--- src/rtl/pld_pkg.sv ---
package pld_pkg;
  typedef enum logic [1:0] {
    ERR_GOOD = 2'd0,
    ERR_MID  = 2'd1,
    ERR_BAD  = 2'd2
  } err_class_e;
endpackage

--- src/rtl/pld_rst_sync.sv ---
module pld_rst_sync #(
  parameter int STAGES = 2
) (
  input  logic clk,
  input  logic rst_n,
  output logic srst_n
);
  logic [STAGES-1:0] chain_q;

  always_ff @(posedge clk or negedge rst_n) begin
    if (!rst_n) chain_q <= '0;
    else        chain_q <= {chain_q[STAGES-2:0], 1'b1};
  end

  assign srst_n = chain_q[STAGES-1];
endmodule

--- src/rtl/pld_width_meter.sv ---
module pld_width_meter #(
  parameter int SYNC_STAGES = 2,
  parameter int SAT_TICKS   = 11,
  parameter int WID_W       = 4
) (
  input  logic             clk,
  input  logic             rst_n,
  input  logic             up_i,
  input  logic             dn_i,
  input  logic             tick_i,
  output logic             evt_o,
  output logic [WID_W-1:0] wid_o
);
  localparam logic [WID_W-1:0] SAT_V = WID_W'(SAT_TICKS);

  // combined error, synchronized through a generated flop chain
  logic [SYNC_STAGES:0] chain;
  assign chain[0] = up_i | dn_i;

  for (genvar s = 0; s < SYNC_STAGES; s++) begin : g_sync
    always_ff @(posedge clk or negedge rst_n) begin
      if (!rst_n) chain[s+1] <= 1'b0;
      else        chain[s+1] <= chain[s];
    end
  end

  logic             err_s, err_d_q, rise, fall;
  logic [WID_W-1:0] cnt_q, cnt_d;
  logic             cnt_en;
  logic             judged_q, judged_d;
  logic             evt_q, evt_d;
  logic [WID_W-1:0] wid_q, wid_d;

  assign err_s = chain[SYNC_STAGES];
  assign rise  = err_s & ~err_d_q;
  assign fall  = ~err_s & err_d_q;

  always_comb begin
    cnt_en = err_s;
    cnt_d  = cnt_q;
    if (rise)                cnt_d = WID_W'(1);
    else if (cnt_q != SAT_V) cnt_d = cnt_q + 1'b1;
  end

  always_comb begin
    judged_d = judged_q;
    if (tick_i)    judged_d = 1'b0;
    else if (fall) judged_d = 1'b1;
    evt_d = fall | (tick_i & ~judged_q);
    wid_d = fall ? cnt_q : '0;
  end

  always_ff @(posedge clk or negedge rst_n) begin
    if (!rst_n) begin
      err_d_q  <= 1'b0;
      judged_q <= 1'b1;
      evt_q    <= 1'b0;
      wid_q    <= '0;
    end else begin
      err_d_q  <= err_s;
      judged_q <= judged_d;
      evt_q    <= evt_d;
      wid_q    <= wid_d;
    end
  end

  always_ff @(posedge clk or negedge rst_n) begin
    if (!rst_n)      cnt_q <= '0;
    else if (cnt_en) cnt_q <= cnt_d;
  end

  assign evt_o = evt_q;
  assign wid_o = wid_q;


  cnt_sat_chk: assert property (@(posedge clk) disable iff (!rst_n)
    (err_s && err_d_q && cnt_q == SAT_V) |=> (cnt_q == SAT_V));


  idle_cycle_chk: assert property (@(posedge clk) disable iff (!rst_n)
    (tick_i && !judged_q && !fall) |=> (evt_q && wid_q == '0));
endmodule

--- src/rtl/pld_err_classify.sv ---
module pld_err_classify
  import pld_pkg::*;
#(
  parameter int SET_TICKS = 6,
  parameter int CLR_TICKS = 10,
  parameter int WID_W     = 4
) (
  input  logic [WID_W-1:0] wid_i,
  output err_class_e       cls_o
);
  localparam logic [WID_W-1:0] SET_V = WID_W'(SET_TICKS);
  localparam logic [WID_W-1:0] CLR_V = WID_W'(CLR_TICKS);

  always_comb begin
    if (wid_i < SET_V)      cls_o = ERR_GOOD;
    else if (wid_i > CLR_V) cls_o = ERR_BAD;
    else                    cls_o = ERR_MID;
  end
endmodule

--- src/rtl/pld_lock_fsm.sv ---
module pld_lock_fsm
  import pld_pkg::*;
#(
  parameter int SHORT_RUN = 3,
  parameter int LONG_RUN  = 5,
  parameter int RUN_W     = 3
) (
  input  logic       clk,
  input  logic       rst_n,
  input  logic       evt_i,
  input  err_class_e cls_i,
  input  logic       long_sel_i,
  output logic       lock_o
);
  localparam logic [RUN_W-1:0] SHORT_V = RUN_W'(SHORT_RUN);
  localparam logic [RUN_W-1:0] LONG_V  = RUN_W'(LONG_RUN);

  logic [RUN_W-1:0] run_q, run_d, target;
  logic [RUN_W:0]   run_inc;
  logic             lock_q, lock_d;
  logic             upd_en;

  assign target  = long_sel_i ? LONG_V : SHORT_V;
  assign run_inc = {1'b0, run_q} + 1'b1;
  assign upd_en  = evt_i;

  always_comb begin
    run_d  = run_q;
    lock_d = lock_q;
    if (lock_q) begin
      if (cls_i == ERR_BAD) begin
        lock_d = 1'b0;
        run_d  = '0;
      end
    end else if (cls_i == ERR_GOOD) begin
      if (run_inc >= {1'b0, target}) begin
        lock_d = 1'b1;
        run_d  = target;
      end else begin
        run_d = run_inc[RUN_W-1:0];
      end
    end else begin
      run_d = '0;
    end
  end

  always_ff @(posedge clk or negedge rst_n) begin
    if (!rst_n) begin
      run_q  <= '0;
      lock_q <= 1'b0;
    end else if (upd_en) begin
      run_q  <= run_d;
      lock_q <= lock_d;
    end
  end

  assign lock_o = lock_q;


  rise_good_chk: assert property (@(posedge clk) disable iff (!rst_n)
    $rose(lock_q) |-> $past(evt_i && cls_i == ERR_GOOD));


  run_clear_chk: assert property (@(posedge clk) disable iff (!rst_n)
    (!lock_q && evt_i && cls_i != ERR_GOOD) |=> (run_q == '0 && !lock_q));


  wide_clear_chk: assert property (@(posedge clk) disable iff (!rst_n)
    (lock_q && evt_i && cls_i == ERR_BAD) |=> !lock_q);


  mid_hold_chk: assert property (@(posedge clk) disable iff (!rst_n)
    (lock_q && evt_i && cls_i != ERR_BAD) |=> lock_q);


  run_bound_chk: assert property (@(posedge clk) disable iff (!rst_n)
    run_q <= LONG_V);
endmodule

--- src/rtl/pll_lock_judge.sv ---
module pll_lock_judge
  import pld_pkg::*;
#(
  parameter int SYNC_STAGES = 2,
  parameter int SET_TICKS   = 6,
  parameter int CLR_TICKS   = 10,
  parameter int SHORT_RUN   = 3,
  parameter int LONG_RUN    = 5
) (
  input  logic clk,
  input  logic rst_n,
  input  logic pd_tick_i,
  input  logic err_up_i,
  input  logic err_dn_i,
  input  logic long_run_i,
  output logic lock_o
);
  localparam int SAT_TICKS = CLR_TICKS + 1;
  localparam int WID_W     = $clog2(SAT_TICKS + 1);
  localparam int RUN_W     = $clog2(LONG_RUN + 1);

  logic             srst_n;
  logic             evt;
  logic [WID_W-1:0] wid;
  err_class_e       cls;

  pld_rst_sync #(.STAGES(2)) u_rst (
    .clk    (clk),
    .rst_n  (rst_n),
    .srst_n (srst_n)
  );

  pld_width_meter #(
    .SYNC_STAGES (SYNC_STAGES),
    .SAT_TICKS   (SAT_TICKS),
    .WID_W       (WID_W)
  ) u_meter (
    .clk    (clk),
    .rst_n  (srst_n),
    .up_i   (err_up_i),
    .dn_i   (err_dn_i),
    .tick_i (pd_tick_i),
    .evt_o  (evt),
    .wid_o  (wid)
  );

  pld_err_classify #(
    .SET_TICKS (SET_TICKS),
    .CLR_TICKS (CLR_TICKS),
    .WID_W     (WID_W)
  ) u_cls (
    .wid_i (wid),
    .cls_o (cls)
  );

  pld_lock_fsm #(
    .SHORT_RUN (SHORT_RUN),
    .LONG_RUN  (LONG_RUN),
    .RUN_W     (RUN_W)
  ) u_fsm (
    .clk        (clk),
    .rst_n      (srst_n),
    .evt_i      (evt),
    .cls_i      (cls),
    .long_sel_i (long_run_i),
    .lock_o     (lock_o)
  );
endmodule

--- config.mk ---
export PLATFORM = sky130hd
export DESIGN_NAME = pll_lock_judge
export DESIGN_NICKNAME = d
export VERILOG_FILES = /design/src/rtl/pld_pkg.sv /design/src/rtl/pld_rst_sync.sv /design/src/rtl/pld_width_meter.sv /design/src/rtl/pld_err_classify.sv /design/src/rtl/pld_lock_fsm.sv /design/src/rtl/pll_lock_judge.sv
export SDC_FILE = /design/constraint.sdc
export NUM_CORES = 1
export LEC_CHECK = 0
export BUFFER_PORTS_ARGS = -buffer_cell sky130_fd_sc_hd__buf_2
export CAP_MARGIN = 10
export CORE_UTILIZATION = 49
export CTS_CLUSTER_DIAMETER = 120
export DETAILED_ROUTE_END_ITERATION = 8
export GPL_ROUTABILITY_DRIVEN = 0
export PLACE_DENSITY = 0.67
export SYNTH_ARGS = -nofsm -noshare
export SYNTH_HDL_FRONTEND = slang
export SYNTH_SLANG_ARGS = --single-unit
--- constraint.sdc ---
create_clock -name clk -period 0.8 [get_ports clk]
set_input_delay 0.08 -clock clk [delete_from_list [all_inputs] [get_ports clk]]
set_output_delay 0.08 -clock clk [all_outputs]
set_load 0.02 [all_outputs]
==> summary.txt, run 1 <==
Synthesis
  – Most common cell in the netlist: dfrtp_1
  – Post-Synthesis Cells: 82
  – Ys flop type: dfrtp_1
  – Post-synthesis sequential area ratio: 53.6%
  – Yosys top cell area share: 50.6%
  – Post-Syn Area: 890 µm²
  – Area leader, netlist: dfrtp_1
  – YS warnings: 0
  – Number of synthesized flops with an enable pin: 0
  – Avg Inst Size Synth: 10.8 µm²
  – Synth async-reset ratio: 100%
  – Synth unique cells: 34
  – Post-synth net total: 91
  – Top post-synthesis cells by area: dfrtp_1 51%, ha_1 4.2%, nor2_1 3.4%, dfstp_2 3.0%, inv_1 2.5%
  – Synthesis-stage register bit count: 19
  – Post-synth top cells: 18 x dfrtp_1, 8 x nor2_1, 6 x inv_1

Setup path
  – FF-to-FF Start: u_fsm.run_q[1]
  – Critical path class: reg2reg
  – Crit path from: u_fsm.run_q[1]
  – Crit start category: flip-flop
  – R2R Setup Slk: -1000 ps
  – CP endpoint kind: flip-flop
  – FF-to-FF End: u_fsm.run_q[2]
  – Worst setup endpoint: u_fsm.run_q[2]
  – CP arrival: 2050 ps
  – R2R depth: 7
  – Crit-path max FO: 3
  – CP required: 1050 ps

Status
  – Failing checks: negative setup slack
  – Status: finished, violations left

Detailed routing
  – Total number of vias: 719
  – Routed Antenna Nets: 0
  – Detailed Routing Iterations Pass 1: 4
  – DRT iter0 DRCs: 13
  – Total Wirelength: 1.87 mm
  – DR WL/cell: 12.6 µm
  – Via-to-Cell Ratio: 4.86
  – Residual DRC: 0

Place
  – HPWL after detailed placement: 1.29 mm
  – Dpl ws: -1020 ps
  – Port Buf Inserts: 6

Final layout
  – P&R area growth vs syn: 50.2%
  – Filler cell count: 100
  – Antenna cells: 0
  – Share of post-route cells with drive strength above 1: 48.8%
  – Fin nets: 133

Die
  – Ports: 7
  – Die area: 1990 µm²
  – Starting Density: 52.1%
  – Width of the die: 44.6 µm
  – Core footprint: 1710 µm²
  – Die Ht: 44.6 µm
  – Row cnt: 15

Global routing
  – Total global routing overflow: 0
  – First-pass GRT wire length: 3.24 mm
  – Largest net degree at the start of global routing: 12
  – Vias in the first global route: 785
  – Total track usage: 23.1%
  – Initial antenna violation count: 0

Clocking
  – Clock sink count: 19
  – Clk buf depth: 2
  – TritonCTS Buffers: 3
  – Worst-path clk slew: 110 ps
  – CTS Root Cell: clkbuf_4
  – CTS tree: yes
  – Clk Latency, worst-skew pair: 300 ps
  – H-tree depth: 1

STA
  – Setup violations, final: 15
  – Pins Over Slew Limit: 0
  – Highest Clock Rate: 556 MHz
  – Worst Slack Setup Final: -1000 ps
  – Worst Hold Slack: 75.8 ps
  – Final min period: 1800 ps
  – RSZ-0062 raised after global routing: yes
  – Crit share post-route: 225%
  – Final Hold Viols: 0
  – Final setup skew: 7.26 ps

Pwr
  – Leakage: 0.625 nW
  – Peak VDD IR: 1.93 mV
  – PD cells: 3190 nW/µm²

Run
  – Max-cap violations: 0

Min path
  – Min-Delay Path Class: in2async
-- sequential cells by signal, summed over array words and instances, names as in the netlist --
signal            flops
u_meter.cnt_q         4
u_meter.wid_o         4
u_fsm.run_q           3
u_rst.chain_q         2
u_fsm.lock_o          1
u_meter.chain         1
u_meter.cnt_en        1
u_meter.err_d_q       1
u_meter.evt_o         1
u_meter.judged_q      1
-- cells in the final DEF (no fill, tap or decap), drive strengths merged, types with 2 or more instances in the layout --
cell         instances
a21oi                4
and2                 2
buf                 34
clkbuf               3
clkinv               2
dfrtp               18
dlygate4sd3          4
ha                   3
inv                  5
mux2i                2
nand2                5
nand3                4
nand3b               2
nor2                 8
nor2b                2
nor3                 2
o21ai                4
o22ai                2
-- metal layers --
metal | vias up | GRT usage [%] | routed length, µm | share of wire [%]
met4 | 0 | 11.5 | 46 | 2.5
met2 | 12 | 41.2 | 1030 | 55
met5 | - | 0 | 0 | 0
li1 | 365 | - | - | -
met1 | 335 | 24.8 | 749 | 40
met3 | 7 | 6.53 | 45 | 2.4
-- where the power goes --
part	internal, W	switching, W	leakage [nW]
clock network	0.000187	0.000304	0.0177
registers	0.00118	0.000199	0.224
logic	0.00133	0.00106	0.383
total	0.00270	0.00156	0.625
-- layout make-up --
class	instances	area, µm²	area share (%)
sequential	19	479	35.9
multi-input combinational	56	442	33.1
timing repair buffer	38	322	24.1
inverter	6	35.0	2.62
tap	25	31.3	2.34
clock buffer	3	22.5	1.69
clock inverter	1	5.00	0.375
-- timing repair --
item / 4_1_cts / 5_1_grt
endpoints found under the setup margin: 15 / 15
resized for setup: 16 / 8
pin swaps: 9 / 11
hold buffers: 4 / 0
setup buffers: 5 / 4
hold endpoints to repair: 4 / 0
-- cell families (layout without fill, tap and decap cells) --
group           Yosys count  in the layout  share of synthesized area (%)
buf+inv                   7             48                           2.95
fa+ha+maj                 3              3                           4.22
compound gates           19             19                           16.2
simple gates             30             30                           19.4
mux                       2              2                           2.25
flops                    19             19                           53.6
xor+xnor                  1              1                          0.985
other cells               1              1                          0.422
-- worst min path at each step --
stage | to | slack [ps] | cells past startpoint
6_report | u_rst.chain_q[0] | 80 | 2
5_1_grt | u_rst.chain_q[0] | 80 | 2
4_1_cts | u_rst.chain_q[0] | 70 | 2
3_5_place_dp | u_rst.chain_q[1] | -130 | 1
3_3_place_gp | u_rst.chain_q[1] | -140 | 1
2_1_floorplan | u_rst.chain_q[0] | -220 | 0
-- critical path, cell delays in order, from the launching register on --
cell and delay [ps]:
dfrtp_1 400, ha_2 190, xor2_1 140, ha_1 330
nand3b_1 160, o2111ai_4 170, nor4b_2 230, a211o_1 120
-- per-stage QoR --
stage	std cells	TNS [ps]	utilization, %	cell area, µm²	power [W]
final	148	-5720	78.2	1340	0.00427
after global routing	148	-6650	78.2	1340	0.00456
after CTS	146	-5580	75.8	1290	0.00407
after detailed placement	133	-5430	66.3	1130	0.00329
after global placement	133	-5070	66.3	1130	0.00324
after floorplan	82	-4390	-	927	0.00261
(Power assumes the default switching activity.)
==> run 2, diff against run 1 <==
Settings changed: HOLD_SLACK_MARGIN from default to 0.15.
==> summary.txt, run 2 (same netlist as run 1, synthesis figures left out) <==
Status
  – Status: finished, violations left
  – Failing checks: negative setup slack

Die
  – Width of the die: 44.6 µm
  – Die Ht: 44.6 µm
  – Starting Density: 52.1%
  – Ports: 7
  – Row cnt: 15
  – Die area: 1990 µm²
  – Core footprint: 1710 µm²

STA
  – Final min period: 1800 ps
  – Worst Slack Setup Final: -1000 ps
  – Setup violations, final: 15
  – Final setup skew: 6.16 ps
  – Setup TNS: -5720 ps
  – Pins Over Slew Limit: 0
  – Crit share post-route: 225%
  – RSZ-0062 raised after global routing: yes
  – Worst Hold Slack: 104 ps
  – Final Hold Viols: 0
  – Highest Clock Rate: 556 MHz

Detailed routing
  – DRT iter0 DRCs: 13
  – Routed Antenna Nets: 0
  – Detailed Routing Iterations Pass 1: 4
  – Via-to-Cell Ratio: 4.89
  – DR WL/cell: 12.7 µm
  – Total Wirelength: 1.89 mm
  – Residual DRC: 0
  – Total number of vias: 728

Final layout
  – Finished Layout Cells: 149
  – Antenna cells: 0
  – P&R area growth vs syn: 51.3%
  – Fin nets: 134
  – Most common cell after layout, fill and taps aside: buf_4
  – Share of post-route cells with drive strength above 1: 48.4%
  – Most frequent cells in the layout: 21 x buf_4, 16 x dfrtp_1, 7 x nor2_1, 7 x buf_6
  – Utilization after layout: 78.8%
  – Filler cell count: 100
  – Finished Cell Area: 1350 µm²

Run
  – Max-cap violations: 0

Setup path
  – Worst stage delay on the critical path: 400 ps
  – CP arrival: 2060 ps
  – Critical path class: reg2reg
  – Crit-path cells: ha_2 > xor2_1 > ha_1 > nand3b_1 > o2111ai_4 > nor4b_2 > a211o_1
  – Crit start category: flip-flop
  – CP endpoint kind: flip-flop
  – Crit path max-delay cell type: dfrtp_1
  – CP required: 1060 ps
  – CP top delay family: adder cells
  – Worst Path Buf+Inv: 0
  – Crit-path max FO: 3

Pwr
  – Leakage: 0.630 nW
  – Gate power share: 56.1%
  – PD cells: 3170 nW/µm²
  – Pint: 0.00271 W
  – Peak VDD IR: 1.93 mV
  – Clk pwr share: 11.5%
  – Switch share: 36.7%
  – Switching component of the power: 0.00157 W
  – Sequential Power Share: 32.4%

Clocking
  – TritonCTS Buffers: 3
  – Clk Latency, worst-skew pair: 300 ps
  – CTS Root Cell: clkbuf_4
  – Clock sink count: 19
  – Clk buf depth: 2
  – CTS tree: yes
  – H-tree depth: 1
  – Cts hold-fix bufs: 5
  – Worst-path clk slew: 110 ps

Global routing
  – Total track usage: 23.3%
  – Largest net degree at the start of global routing: 12
  – Met2 usage in global routing: 41.8%
  – Vias in the first global route: 790
  – Initial antenna violation count: 0
  – GRT met3 Usage: 6.53%
  – Met1 usage: 24.8%
  – Total global routing overflow: 0
  – First-pass GRT wire length: 3.26 mm
  – Layer with the highest usage: met2

Min path
  – Min-Delay Path Class: reg2async

Place
  – HPWL after detailed placement: 1.29 mm
  – Port Buf Inserts: 6
  – Inst Count DP: 133
  – Area of placed instances: 1130 µm²
## run 2: metrics by stage
stage | setup slack [ps] | power [W]
2_1_floorplan | -982 | 0.00261
3_3_place_gp | -975 | 0.00324
3_5_place_dp | -1020 | 0.00329
4_1_cts | -1010 | 0.00407
5_1_grt | -1120 | 0.00456
6_report | -1000 | 0.00427
## run 2: final timing paths
path / startpoint / to / slack [ps] / depth (start not counted)
max: u_fsm.run_q[1] / u_fsm.run_q[2] / -1000 / 7
min: u_rst.chain_q[1] / u_fsm.run_q[0] / 100 / 0
max reg2reg: u_fsm.run_q[1] / u_fsm.run_q[2] / -1000 / 7
min reg2reg: u_rst.chain_q[1] / u_fsm.run_q[0] / 100 / 0
max in group asynchronous: rst_n / u_rst.chain_q[1] / 60 / 3
min in group clk: long_run_i / u_fsm.run_q[1] / 270 / 5
## run 2: cell type report
cell class | count | area [µm²] | area share (%)
clock inverters | 1 | 5.00 | 0.372
flip-flops and latches | 19 | 479 | 35.6
multi-input cells | 56 | 442 | 32.8
clock buffers | 3 | 22.5 | 1.67
repair buffers | 39 | 332 | 24.6
inverters | 6 | 35.0 | 2.60
well taps | 25 | 31.3 | 2.32
## run 2: metal layers
layer,part of all wire [%],routed length [µm]
met1,39,740
met2,56,1050
met3,2.8,53
met4,2.5,47
met5,0,0
## run 2: timing repair
action                                  in CTS  in global routing
endpoints found under the setup margin      15                 15
resized for setup                           16                  8
setup buffers                                5                  4
hold endpoints to repair                     8                  3
pin swaps                                    9                 11
## run 2: power groups by stage
stage	Combinational, W	Sequential (W)	Clock [W]
after floorplan	0.00117	0.00144	0
after global placement	0.00187	0.00137	0
after detailed placement	0.00191	0.00138	0
after CTS	0.00218	0.00138	0.000509
after global routing	0.00261	0.00142	0.000537
final	0.00240	0.00138	0.000493
==> run 3, diff against run 2 <==
Settings changed: CORE_UTILIZATION 49 to 56, PLACE_DENSITY 0.67 to 0.75, SETUP_SLACK_MARGIN from default to 0.2.
==> summary.txt, run 3 (same netlist as run 1, synthesis figures left out) <==
Clocking
  – Clock sink count: 19
  – CTS Root Cell: clkbuf_4
  – H-tree depth: 1
  – TritonCTS Buffers: 3
  – Clk buf depth: 2
  – Cts hold-fix bufs: 1
  – CTS tree: yes
  – Clk Latency, worst-skew pair: 300 ps
  – Worst-path clk slew: 110 ps

STA
  – Final setup skew: 10.7 ps
  – Crit share post-route: 235%
  – Worst Hold Slack: -92.1 ps
  – Setup violations, final: 15
  – Worst Slack Setup Final: -1080 ps
  – Final Hold Viols: 2
  – Final min period: 1880 ps
  – Pins Over Slew Limit: 0
  – Setup TNS: -6310 ps
  – RSZ-0062 raised after global routing: yes
  – Highest Clock Rate: 532 MHz

Detailed routing
  – Via-to-Cell Ratio: 5.89
  – Detailed Routing Iterations Pass 1: 4
  – DRT iter0 DRCs: 33
  – Total Wirelength: 2.48 mm
  – Total number of vias: 795
  – DR WL/cell: 18.4 µm
  – Routed Antenna Nets: 0
  – Residual DRC: 0

Pwr
  – Switching component of the power: 0.00189 W
  – Clk pwr share: 10.2%
  – PD cells: 3520 nW/µm²
  – Pint: 0.00291 W
  – Peak VDD IR: 2.62 mV
  – Leakage: 0.624 nW
  – Gate power share: 60.1%
  – Sequential Power Share: 29.7%
  – Switch share: 39.3%

Die
  – Starting Density: 59.7%
  – Die Ht: 41.9 µm
  – Row cnt: 14
  – Core footprint: 1490 µm²
  – Ports: 7
  – Die area: 1750 µm²
  – Width of the die: 41.9 µm

Global routing
  – Largest net degree at the start of global routing: 18
  – Total global routing overflow: 0
  – Total track usage: 27.8%
  – Initial antenna violation count: 0
  – Vias in the first global route: 804
  – First-pass GRT wire length: 3.53 mm

Setup path
  – Crit-path cells: ha_4 > xor2_4 > ha_4 > nand2b_4 > o2111ai_4 > nor4b_2 > a211o_1
  – CP required: 1000 ps
  – Crit path max-delay cell type: dfrtp_1
  – CP arrival: 2070 ps
  – Worst stage delay on the critical path: 440 ps
  – Critical path class: reg2reg
  – CP endpoint kind: flip-flop
  – Crit start category: flip-flop
  – CP most frequent cell: ha_4
  – R2R Setup Slk: -1080 ps
  – Crit-path max FO: 3

Run
  – Max-cap violations: 0

Final layout
  – Most frequent cells in the layout: 17 x dfrtp_1, 15 x buf_4, 12 x buf_6, 7 x nor2_1, 5 x buf_2
  – Storage cell area: 478 µm²
  – P&R area growth vs syn: 53.4%
  – Fin nets: 129
  – Most common cell after layout, fill and taps aside: dfrtp_1
  – Antenna cells: 0
  – Share of post-route cells with drive strength above 1: 52.9%
  – Multi-input combinational cell area: 510 µm²
  – Finished Cell Area: 1370 µm²
  – Filler cell count: 61

Status
  – Status: finished, violations left
  – Failing checks: negative hold slack, negative setup slack

Place
  – Port Buf Inserts: 6
  – HPWL after detailed placement: 1.49 mm
  – Area of placed instances: 1140 µm²

Min path
  – Min-Delay Path Class: in2reg
-- run 3: cell count changes in the layout (fill, tap and decap cells not counted), moves of 2 or more --
cell and change:
dlygate4sd3_1 -4, buf_6 +5, buf_4 -6, ha_4 +2, inv_4 +2
-- run 3: layer usage --
metal | GRT usage, % | part of all wire [%]
met1 | 29.2 | 36
met2 | 53.1 | 57
met3 | 5.22 | 2.9
met4 | 11.6 | 3.4
met5 | 0 | 0
-- run 3: final cells by class --
class                           count  area share, %
Timing Repair Buffer               34           22.2
Inverter                            6           2.02
Sequential cell                    19           35.0
Clock buffer                        4           1.92
Tap cell                           16           1.47
Multi-Input combinational cell     56           37.4
-- run 3: what timing repair did --
item                       in CTS  in global routing
resized for setup              15                 17
setup endpoints to repair      16                 16
gates cloned                    0                  0
pin swaps                      11                 16
hold endpoints to repair        5                  5
buffers inserted                3                  3
-- run 3: through the flow --
stage	instances	power [W]	hold slack [ps]	utilization (%)	setup slack, ps
after global placement	124	0.00324	-136	76.8	-973
after global routing	135	0.00504	-91.6	91.7	-1120
after CTS	132	0.00415	-106	84.5	-1070
after detailed placement	124	0.00340	-132	76.8	-1090
after floorplan	82	0.00262	-216	-	-982
final	135	0.00480	-92.1	91.7	-1080
-- run 3: power by group through the flow --
stage               logic, W  registers (W)  clock network [W]
detailed placement   0.00204        0.00136                  0
global route         0.00307        0.00145           0.000522
floorplan            0.00118        0.00144                  0
CTS                  0.00230        0.00136           0.000487
global placement     0.00189        0.00135                  0
finish               0.00288        0.00143           0.000489
-- run 3: final timing paths --
path,depth (start not counted),start,to
worst max-delay path,7,u_fsm.run_q[0],u_fsm.run_q[2]
worst min-delay path,2,pd_tick_i,u_meter.judged_q
worst max register to register,7,u_fsm.run_q[0],u_fsm.run_q[2]
worst min register to register,1,u_rst.chain_q[1],u_meter.cnt_q[3]
max in group asynchronous,1,u_rst.chain_q[1],u_meter.judged_q
min in group asynchronous,2,rst_n,u_rst.chain_q[0]
-- run 3: worst max-delay path, delay by kind of cell, from the launching register on --
kind | cells | cell delay [ps]
DFF | 1 | 440
AOI/OAI and AO/OA | 2 | 540
adders and majority gates | 2 | 500
and+or+nand+nor | 2 | 150
xor gates and xnor gates | 1 | 150
